<file path="src/rtl/nanq_pkg.sv">
package nanq_pkg;
  localparam int SP_EXP_W  = 8;
  localparam int SP_FRAC_W = 23;
  localparam int DP_EXP_W  = 11;
  localparam int DP_FRAC_W = 52;
  localparam int SP_W      = 1 + SP_EXP_W + SP_FRAC_W;
  localparam int DP_W      = 1 + DP_EXP_W + DP_FRAC_W;

  // default NaN choices
  localparam int DNAN_ALL_ONES  = 0;
  localparam int DNAN_POS_QUIET = 1;
  localparam int DNAN_NEG_QUIET = 2;

  typedef struct packed {
    logic qnan;
    logic snan;
  } nan_class_t;
endpackage

</file>
<file path="src/rtl/nanq_classify.sv">
module nanq_classify
  import nanq_pkg::*;
#(
  parameter int EXP_W     = 8,
  parameter int FRAC_W    = 23,
  parameter bit QUIET_INV = 1'b0,
  localparam int W        = 1 + EXP_W + FRAC_W
) (
  input  logic [W-1:0] val_i,
  output nan_class_t   cls_o
);
  logic exp_ones, top_bit, low_nz;

  always_comb begin
    exp_ones = &val_i[W-2:FRAC_W];
    top_bit  = val_i[FRAC_W-1];
    low_nz   = |val_i[FRAC_W-2:0];
  end

  generate
    if (QUIET_INV) begin : g_inv
      assign cls_o.snan = exp_ones & top_bit;
      assign cls_o.qnan = exp_ones & ~top_bit & low_nz;
    end else begin : g_conv
      assign cls_o.qnan = exp_ones & top_bit;
      assign cls_o.snan = exp_ones & ~top_bit & low_nz;
    end
  endgenerate

  // infinity is never classified as NaN
  always_comb begin
    if (exp_ones && !top_bit && !low_nz)
      a_r3_inf_not_nan: assert (!cls_o.qnan && !cls_o.snan)
        else $error("infinity classified as NaN");
  end
endmodule

</file>
<file path="src/rtl/nanq_dnan_gen.sv">
module nanq_dnan_gen
  import nanq_pkg::*;
#(
  parameter int EXP_W     = 8,
  parameter int FRAC_W    = 23,
  parameter bit QUIET_INV = 1'b0,
  parameter int DNAN_SEL  = DNAN_POS_QUIET,
  localparam int W        = 1 + EXP_W + FRAC_W
) (
  output logic [W-1:0] dnan_o
);
  localparam logic [EXP_W-1:0]  EXP_ONES = '1;
  localparam logic [FRAC_W-2:0] LOW_ONES = '1;

  generate
    if (QUIET_INV) begin : g_inv
      assign dnan_o = {1'b0, EXP_ONES, 1'b0, LOW_ONES};
    end else if (DNAN_SEL == DNAN_ALL_ONES) begin : g_ones
      assign dnan_o = {1'b0, EXP_ONES, 1'b1, LOW_ONES};
    end else if (DNAN_SEL == DNAN_NEG_QUIET) begin : g_neg
      assign dnan_o = {1'b1, EXP_ONES, 1'b1, {(FRAC_W-1){1'b0}}};
    end else begin : g_pos
      assign dnan_o = {1'b0, EXP_ONES, 1'b1, {(FRAC_W-1){1'b0}}};
    end
  endgenerate
endmodule

</file>
<file path="src/rtl/nanq_quieten.sv">
module nanq_quieten
  import nanq_pkg::*;
#(
  parameter int EXP_W     = 8,
  parameter int FRAC_W    = 23,
  parameter bit QUIET_INV = 1'b0,
  localparam int W        = 1 + EXP_W + FRAC_W
) (
  input  logic [W-1:0] val_i,
  input  logic         is_snan_i,
  input  logic [W-1:0] dnan_i,
  output logic [W-1:0] quiet_o
);
  localparam logic [W-1:0] QBIT = W'(1) << (FRAC_W - 1);

  generate
    if (QUIET_INV) begin : g_inv
      assign quiet_o = is_snan_i ? dnan_i : val_i;
    end else begin : g_conv
      assign quiet_o = is_snan_i ? (val_i | QBIT) : val_i;
    end
  endgenerate

  always_comb begin
    if (QUIET_INV && is_snan_i)
      a_r6_inv_default: assert (quiet_o == dnan_i)
        else $error("inverted quieting not default");
    if (!QUIET_INV && is_snan_i)
      a_r5_conv_bit_set: assert (quiet_o[FRAC_W-1] && ((quiet_o ^ val_i) == QBIT))
        else $error("conventional quieting wrong");
  end
endmodule

</file>
<file path="src/rtl/nanq_lane.sv">
module nanq_lane
  import nanq_pkg::*;
#(
  parameter int EXP_W     = 8,
  parameter int FRAC_W    = 23,
  parameter bit QUIET_INV = 1'b0,
  parameter int DNAN_SEL  = DNAN_POS_QUIET,
  localparam int W        = 1 + EXP_W + FRAC_W
) (
  input  logic [W-1:0] val_i,
  output nan_class_t   cls_o,
  output logic [W-1:0] quiet_o,
  output logic [W-1:0] dnan_o
);
  nanq_classify #(.EXP_W(EXP_W), .FRAC_W(FRAC_W), .QUIET_INV(QUIET_INV)) u_cls (
    .val_i (val_i),
    .cls_o (cls_o)
  );

  nanq_dnan_gen #(.EXP_W(EXP_W), .FRAC_W(FRAC_W), .QUIET_INV(QUIET_INV),
                  .DNAN_SEL(DNAN_SEL)) u_dnan (
    .dnan_o (dnan_o)
  );

  nanq_quieten #(.EXP_W(EXP_W), .FRAC_W(FRAC_W), .QUIET_INV(QUIET_INV)) u_qt (
    .val_i     (val_i),
    .is_snan_i (cls_o.snan),
    .dnan_i    (dnan_o),
    .quiet_o   (quiet_o)
  );
endmodule

</file>
<file path="src/rtl/nanq_unit.sv">
module nanq_unit
  import nanq_pkg::*;
#(
  parameter bit QUIET_INV = 1'b0,
  parameter int DNAN_SEL  = DNAN_POS_QUIET
) (
  input  logic            dbl_i,
  input  logic [DP_W-1:0] opnd_i,
  output logic            is_qnan_o,
  output logic            is_snan_o,
  output logic [DP_W-1:0] quiet_o,
  output logic [DP_W-1:0] dnan_o
);
  localparam int PAD_W = DP_W - SP_W;

  nan_class_t      sp_cls, dp_cls;
  logic [SP_W-1:0] sp_quiet, sp_dnan;
  logic [DP_W-1:0] dp_quiet, dp_dnan;

  nanq_lane #(.EXP_W(SP_EXP_W), .FRAC_W(SP_FRAC_W), .QUIET_INV(QUIET_INV),
              .DNAN_SEL(DNAN_SEL)) u_sp (
    .val_i   (opnd_i[SP_W-1:0]),
    .cls_o   (sp_cls),
    .quiet_o (sp_quiet),
    .dnan_o  (sp_dnan)
  );

  nanq_lane #(.EXP_W(DP_EXP_W), .FRAC_W(DP_FRAC_W), .QUIET_INV(QUIET_INV),
              .DNAN_SEL(DNAN_SEL)) u_dp (
    .val_i   (opnd_i),
    .cls_o   (dp_cls),
    .quiet_o (dp_quiet),
    .dnan_o  (dp_dnan)
  );

  always_comb begin
    if (dbl_i) begin
      is_qnan_o = dp_cls.qnan;
      is_snan_o = dp_cls.snan;
      quiet_o   = dp_quiet;
      dnan_o    = dp_dnan;
    end else begin
      is_qnan_o = sp_cls.qnan;
      is_snan_o = sp_cls.snan;
      quiet_o   = {{PAD_W{1'b0}}, sp_quiet};
      dnan_o    = {{PAD_W{1'b0}}, sp_dnan};
    end
  end

  always_comb begin
    a_r10_exclusive: assert (!(is_qnan_o && is_snan_o))
      else $error("quiet and signalling together");
    if (!dbl_i)
      a_r9_upper_zero: assert (quiet_o[DP_W-1:SP_W] == '0 && dnan_o[DP_W-1:SP_W] == '0)
        else $error("upper half not zero in single mode");
    if (!is_snan_o)
      a_r7_passthru: assert (quiet_o == (dbl_i ? opnd_i : {{PAD_W{1'b0}}, opnd_i[SP_W-1:0]}))
        else $error("non-signalling operand altered");
  end
endmodule

</file>
<file path="config.mk">
export PLATFORM = sky130hd
export DESIGN_NAME = nanq_unit
export DESIGN_NICKNAME = d
export VERILOG_FILES = /design/src/rtl/nanq_pkg.sv /design/src/rtl/nanq_classify.sv /design/src/rtl/nanq_dnan_gen.sv /design/src/rtl/nanq_quieten.sv /design/src/rtl/nanq_lane.sv /design/src/rtl/nanq_unit.sv
export SDC_FILE = /design/constraint.sdc
export NUM_CORES = 1
export LEC_CHECK = 0
export BUFFER_PORTS_ARGS = -buffer_cell sky130_fd_sc_hd__buf_4
export CORE_MARGIN = 8
export CORE_UTILIZATION = 29
export DETAILED_ROUTE_END_ITERATION = 10
export PLACE_DENSITY = 0.85
export SLEW_MARGIN = 15
export SYNTH_ARGS = -nofsm -noshare
export SYNTH_HDL_FRONTEND = slang
export SYNTH_SLANG_ARGS = --single-unit
export TNS_END_PERCENT = 50
</file>
<file path="constraint.sdc">
create_clock -name vclk -period 0.81
set_input_delay 0 -clock vclk [all_inputs]
set_output_delay 0 -clock vclk [all_outputs]
set_load 0.01 [all_outputs]
</file>
=== After elaboration in Yosys (flattened, before gate mapping) ===
Index checks and enable logic that the tools add are counted.

* Logic and storage cells: 18
* ROM bits: 0
* RAM bits: 0
* Memories: 0
* Output and inout port bits: 130
* Register bits after elaboration: 0
* Latch bits: 0

* Order comparisons: 0
* Multiply operators: 0
* Bitwise gates (word level): 8
* Muxes and demuxes: 6
* Reduce and logical (&&, ||, !) cells: 4
* Divide/modulo/power cells: 0
* Eq/ne operators: 0
* Shift-type cells: 0
* Add/subtract/negate cells: 0

{| class="wikitable"
|+ Operators with widths
! cell !! count
|-
| 64-bit 2-to-1 mux || 1
|-
| 63-bit 2-to-1 mux || 1
|-
| 52-bit 2-to-1 mux || 1
|-
| 51-bit OR reduction || 1
|-
| 23-bit 2-to-1 mux || 1
|-
| 22-bit OR reduction || 1
|-
| 11-bit AND reduction || 1
|-
| 8-bit AND reduction || 1
|-
| 1-bit bitwise AND || 6
|-
| 1-bit 2-to-1 mux || 2
|-
| 1-bit inverter || 2
|}

=== Logic depth before layout (Yosys ltp) ===
* Word-level depth: 5
* Mapped depth: 4

=== Modules after synthesis ===
Synthesis repeated with hierarchy kept, for this count alone.

* Cell total of the unflattened synthesis: 376
* Area total of the unflattened synthesis: 3047.9 um^2

{| class="wikitable"
|+ Modules (own cells, without submodules)
! module !! cells each !! area an instance (um^2) !! times used
|-
| nanq_unit || 144 || 1346.3 || 1
|-
| nanq_dnan_gen at u_dp.u_dnan || 66 || 488.0 || 1
|-
| nanq_quieten at u_dp.u_qt || 64 || 479.2 || 1
|-
| nanq_dnan_gen at u_sp.u_dnan || 34 || 247.7 || 1
|-
| nanq_quieten at u_sp.u_qt || 32 || 239.0 || 1
|-
| nanq_classify at u_dp.u_cls || 24 || 171.4 || 1
|-
| nanq_classify at u_sp.u_cls || 12 || 76.3 || 1
|}

=== Least setup slack after synthesis ===
OpenSTA, ideal clock, no wires.

* Path kind: input port to output port
* Start point: in opnd_i[1]
* End point: out is_snan_o
* Arrival time: 819 ps
* Cell stages on the path: 4
* Slack: -9 ps
* Buffers on the path: 0
* Data required time: 810 ps
* Cell sequence: nor4_2 nand4_1 nor4_2 o22ai_1

* Longest elaborated chain between the ends: 3
* Elaborated cells on any way between the ends: 5
* Classes of those cells: 1 x mux; 2 x bitwise; 2 x reduce/logical

{| class="wikitable"
|+ RTL lines
! what !! line !! text
|-
| start: declaration || nanq_unit.sv:8 || <nowiki>input logic [DP_W-1:0] opnd_i,</nowiki>
|-
| 51-bit OR reduction or 22-bit OR reduction (tied branches) || nanq_classify.sv:17 || <nowiki>low_nz = |val_i[FRAC_W-2:0];</nowiki>
|-
| 1-bit bitwise AND || nanq_classify.sv:26 || <nowiki>assign cls_o.snan = exp_ones & ~top_bit & low_nz;</nowiki>
|-
| 1-bit 2-to-1 mux * || nanq_unit.sv:37 || <nowiki>if (dbl_i) begin</nowiki>
|-
| end: declaration || nanq_unit.sv:10 || <nowiki>output logic is_snan_o,</nowiki>
|}

Mark *: on every way between the ends. The rest lies on a longest branch, timed or not.

=== Worst setup path after layout ===
* Start point: in opnd_i[26]
* End point: out quiet_o[51]

* Longest elaborated chain between the ends: 4

{| class="wikitable"
|+ RTL lines
! what !! line !! text
|-
| 51-bit OR reduction || nanq_classify.sv:17 ||
|-
| 1-bit bitwise AND || nanq_classify.sv:26 ||
|-
| 52-bit 2-to-1 mux || nanq_quieten.sv:20 || <nowiki>assign quiet_o = is_snan_i ? (val_i | QBIT) : val_i;</nowiki>
|-
| 64-bit 2-to-1 mux || nanq_unit.sv:37 ||
|-
| end: declaration || nanq_unit.sv:11 || <nowiki>output logic [DP_W-1:0] quiet_o,</nowiki>
|}

Every way passes these cells.

==> summary.md <==
| Metric | Value |
|---|---|
| Startpoint types | `input port` |
| Mean Syn Cell Area | `6.99 µm²` |
| Leakage power | `1.11 nW` |
| Initial Util | `0.293` |
| Most instantiated cells after synthesis | `94 x buf_4, 31 x and2_1, 8 x nor4_1, 6 x nand4_1, 5 x nor4_2` |
| Final worst slack | `-0.344 ns` |
| HP Class | `in2out` |
| Total power | `1.09 mW` |
| FF+latch area | `0 µm²` |
| CP max stage delay | `0.30 ns` |
| Setup crit start | `opnd_i[26]` |
| DRT Pass-1 Iters | `3` |
| Final setup violation count | `4` |
| Setup crit end kind | `output pin` |
| Psw | `504 µW` |
| Vias in the first global route | `1454` |
| Core ar. | `0.00391 mm²` |
| Sequential cells | `0` |
| # rows | `23` |
| Arrival @ worst endpoint | `1.15 ns` |
| Cell breakdown of the critical path | `buf_8 > nor4_4 > buf_4 > nand4_1 > nor4_2 > o21ai_1 > buf_4` |
| Synth top area cells | `buf_4 62%, and2_1 17%, nor4_2 5.5%` |
| Largest net degree at the start of global routing | `48` |
| Hold Startpoint | `opnd_i[4]` |
| Detail-routed net length per standard cell | `15.2 µm` |
| Buffers & Inverters on Critical Path | `3` |
| Final Hold Slack | `0.189 ns` |
| PD cells | `537 mW/mm²` |
| Final hold violations | `0` |
| Crit-path leading delay family | `simple AND/OR/NAND/NOR gates` |
| M1 GR Usage | `0.140` |
| Met2 GRT Util | `0.269` |
| Clock share of power | `0` |
| Failing checks | `negative setup slack` |
| Met3 Track Usage GR | `0.0519` |
| Total track usage | `0.138` |
| DRC viols | `0` |
| I/O Buffers | `152` |
| Seq/Total Area, Yosys | `0` |
| Area growth, synth to finish | `77.2%` |
| Seq pwr share | `0` |
| Initial drt markers | `18` |
| Yosys warnings | `0` |
| Yosys top cell by area | `buf_4` |
| Nets | `350` |
| Slew Limit Fails | `0` |
| Total length of routed wires | `5070 µm` |
| Max-Cap Viols | `0` |
| I/O Pins | `195` |
| Layout cells sized above 1 | `0.654` |
| Unrepaired setup endpoints after global routing | `true` |
| Crit-path slowest cell | `nor4_2` |
| Grt total ovfl | `0` |
| Outcome | `complete, but fails checks` |
| Xor/xnor share of the synthesized area | `0` |
| Post-Layout Inst Area | `0.00203 mm²` |
| DPL Wire Length | `4550 µm` |
| Combinational family with the most area after synthesis | `buffers and inverters` |
| Max Clk Rate | `0.867 GHz` |
| Post-Synth Simple-Gate Area | `0.345` |
| Hold Path Depth | `2` |
| Required @ worst endpoint | `0.81 ns` |
| Via count | `1343` |
| Vias per cell | `4.03` |
| Final antenna-violating net count | `0` |
| Initial antenna violation count | `0` |
| GPL Wtd Cong | `0.778` |
| Synth top area share | `0.616` |
| Post-synthesis cell area | `0.00115 mm²` |
| Die Y | `78.9 µm` |
| Placed Instance Area | `0.00194 mm²` |
| Final Cycle Share | `1.42` |
| Clock buffer cells | `0` |
| Die ar. | `0.00622 mm²` |
| Compound-Gate Fraction of Synth Area | `0.0229` |
| Min Clock Period, post-route | `1.15 ns` |
| Mux contribution to synthesized area | `0` |
| Worst Setup Path Type | `in2out` |
| First-pass GRT wire length | `7200 µm` |
| Yosys cell types | `18` |
| Die X | `78.9 µm` |
| Switch share | `0.462` |
| Most used cell, CP | `buf_4` |
| Max FO, Critical Path | `2` |
| Syn Inst Count | `164` |
| Maximum VDD drop | `0.000258 V` |
| WP depth | `7` |
| Logic pwr share | `1.000` |
| Synth Area in Adders | `0` |
| Layout fillers | `388` |
| Antenna Cells | `0` |
| Top Usage Layer GRT | `met2` |
| Count leader, synth | `buf_4` |
| Internal power | `587 µW` |
## final cells by class
cell class	count	area, µm²	share of cell area
inverter	1	7.51	0.00370
multi-input combinational	108	632	0.311
tap	50	62.6	0.0308
timing repair buffer	173	1320	0.651
timing repair inverter	1	7.51	0.00370
## cell usage in the layout (no fill, tap or decap), drive strengths merged
| cell | n |
|---|---|
| nand3b | 1 |
| o22ai | 1 |
| nand2b | 1 |
| nor4 | 13 |
| nand3 | 1 |
| buf | 173 |
| clkinvlp | 2 |
| o21ai | 2 |
| nand2 | 4 |
| conb | 43 |
| nor3 | 2 |
| nand4 | 6 |
| a32o | 1 |
| nor2 | 2 |
| and2 | 31 |
## logic make-up after synthesis
logic type      after synthesis
buf+inv                      98
other cells                   1
compound gates                4
simple gates                 61
## stage by stage
step	TNS, ns	utilization	std cells	worst slack (ns)
2_1_floorplan	-0.00914	-	206	-0.00914
4_1_cts	-1.16	0.508	331	-0.378
5_1_grt	-1.71	0.519	333	-0.512
6_report	-1.16	0.519	333	-0.344
3_3_place_gp	-1.71	0.496	331	-0.409
3_5_place_dp	-2.00	0.496	331	-0.433
## per-layer routing
| metal | vias up | part of all wire |
|---|---|---|
| met1 | 584 | 0.34 |
| met4 | 0 | 0.0053 |
| li1 | 643 | - |
| met5 | - | 0 |
| met3 | 2 | 0.13 |
| met2 | 114 | 0.53 |
## path summary, 6_finish.rpt
| kind | end | slack [ns] |
|---|---|---|
| hold / removal | quiet_o[4] | 0.19 |
| setup / recovery | quiet_o[51] | -0.34 |
## power groups by stage
| stage | combinational [mW] | clock, mW | sequential, mW |
|---|---|---|---|
| 2_1_floorplan | 0.650 | 0 | 0 |
| 3_3_place_gp | 1.03 | 0 | 0 |
| 3_5_place_dp | 1.05 | 0 | 0 |
| 4_1_cts | 1.07 | 0 | 0 |
| 5_1_grt | 1.18 | 0 | 0 |
| 6_report | 1.09 | 0 | 0 |
## what timing repair did
item | CTS | global route
gates cloned | 0 | 1
pin swaps | 5 | 4
endpoints found under the setup margin | 13 | 13
hold buffers | 0 | 0
buffers inserted | 0 | 1
resized for setup | 9 | 7
Note: power is estimated with default switching activity, not from simulation.
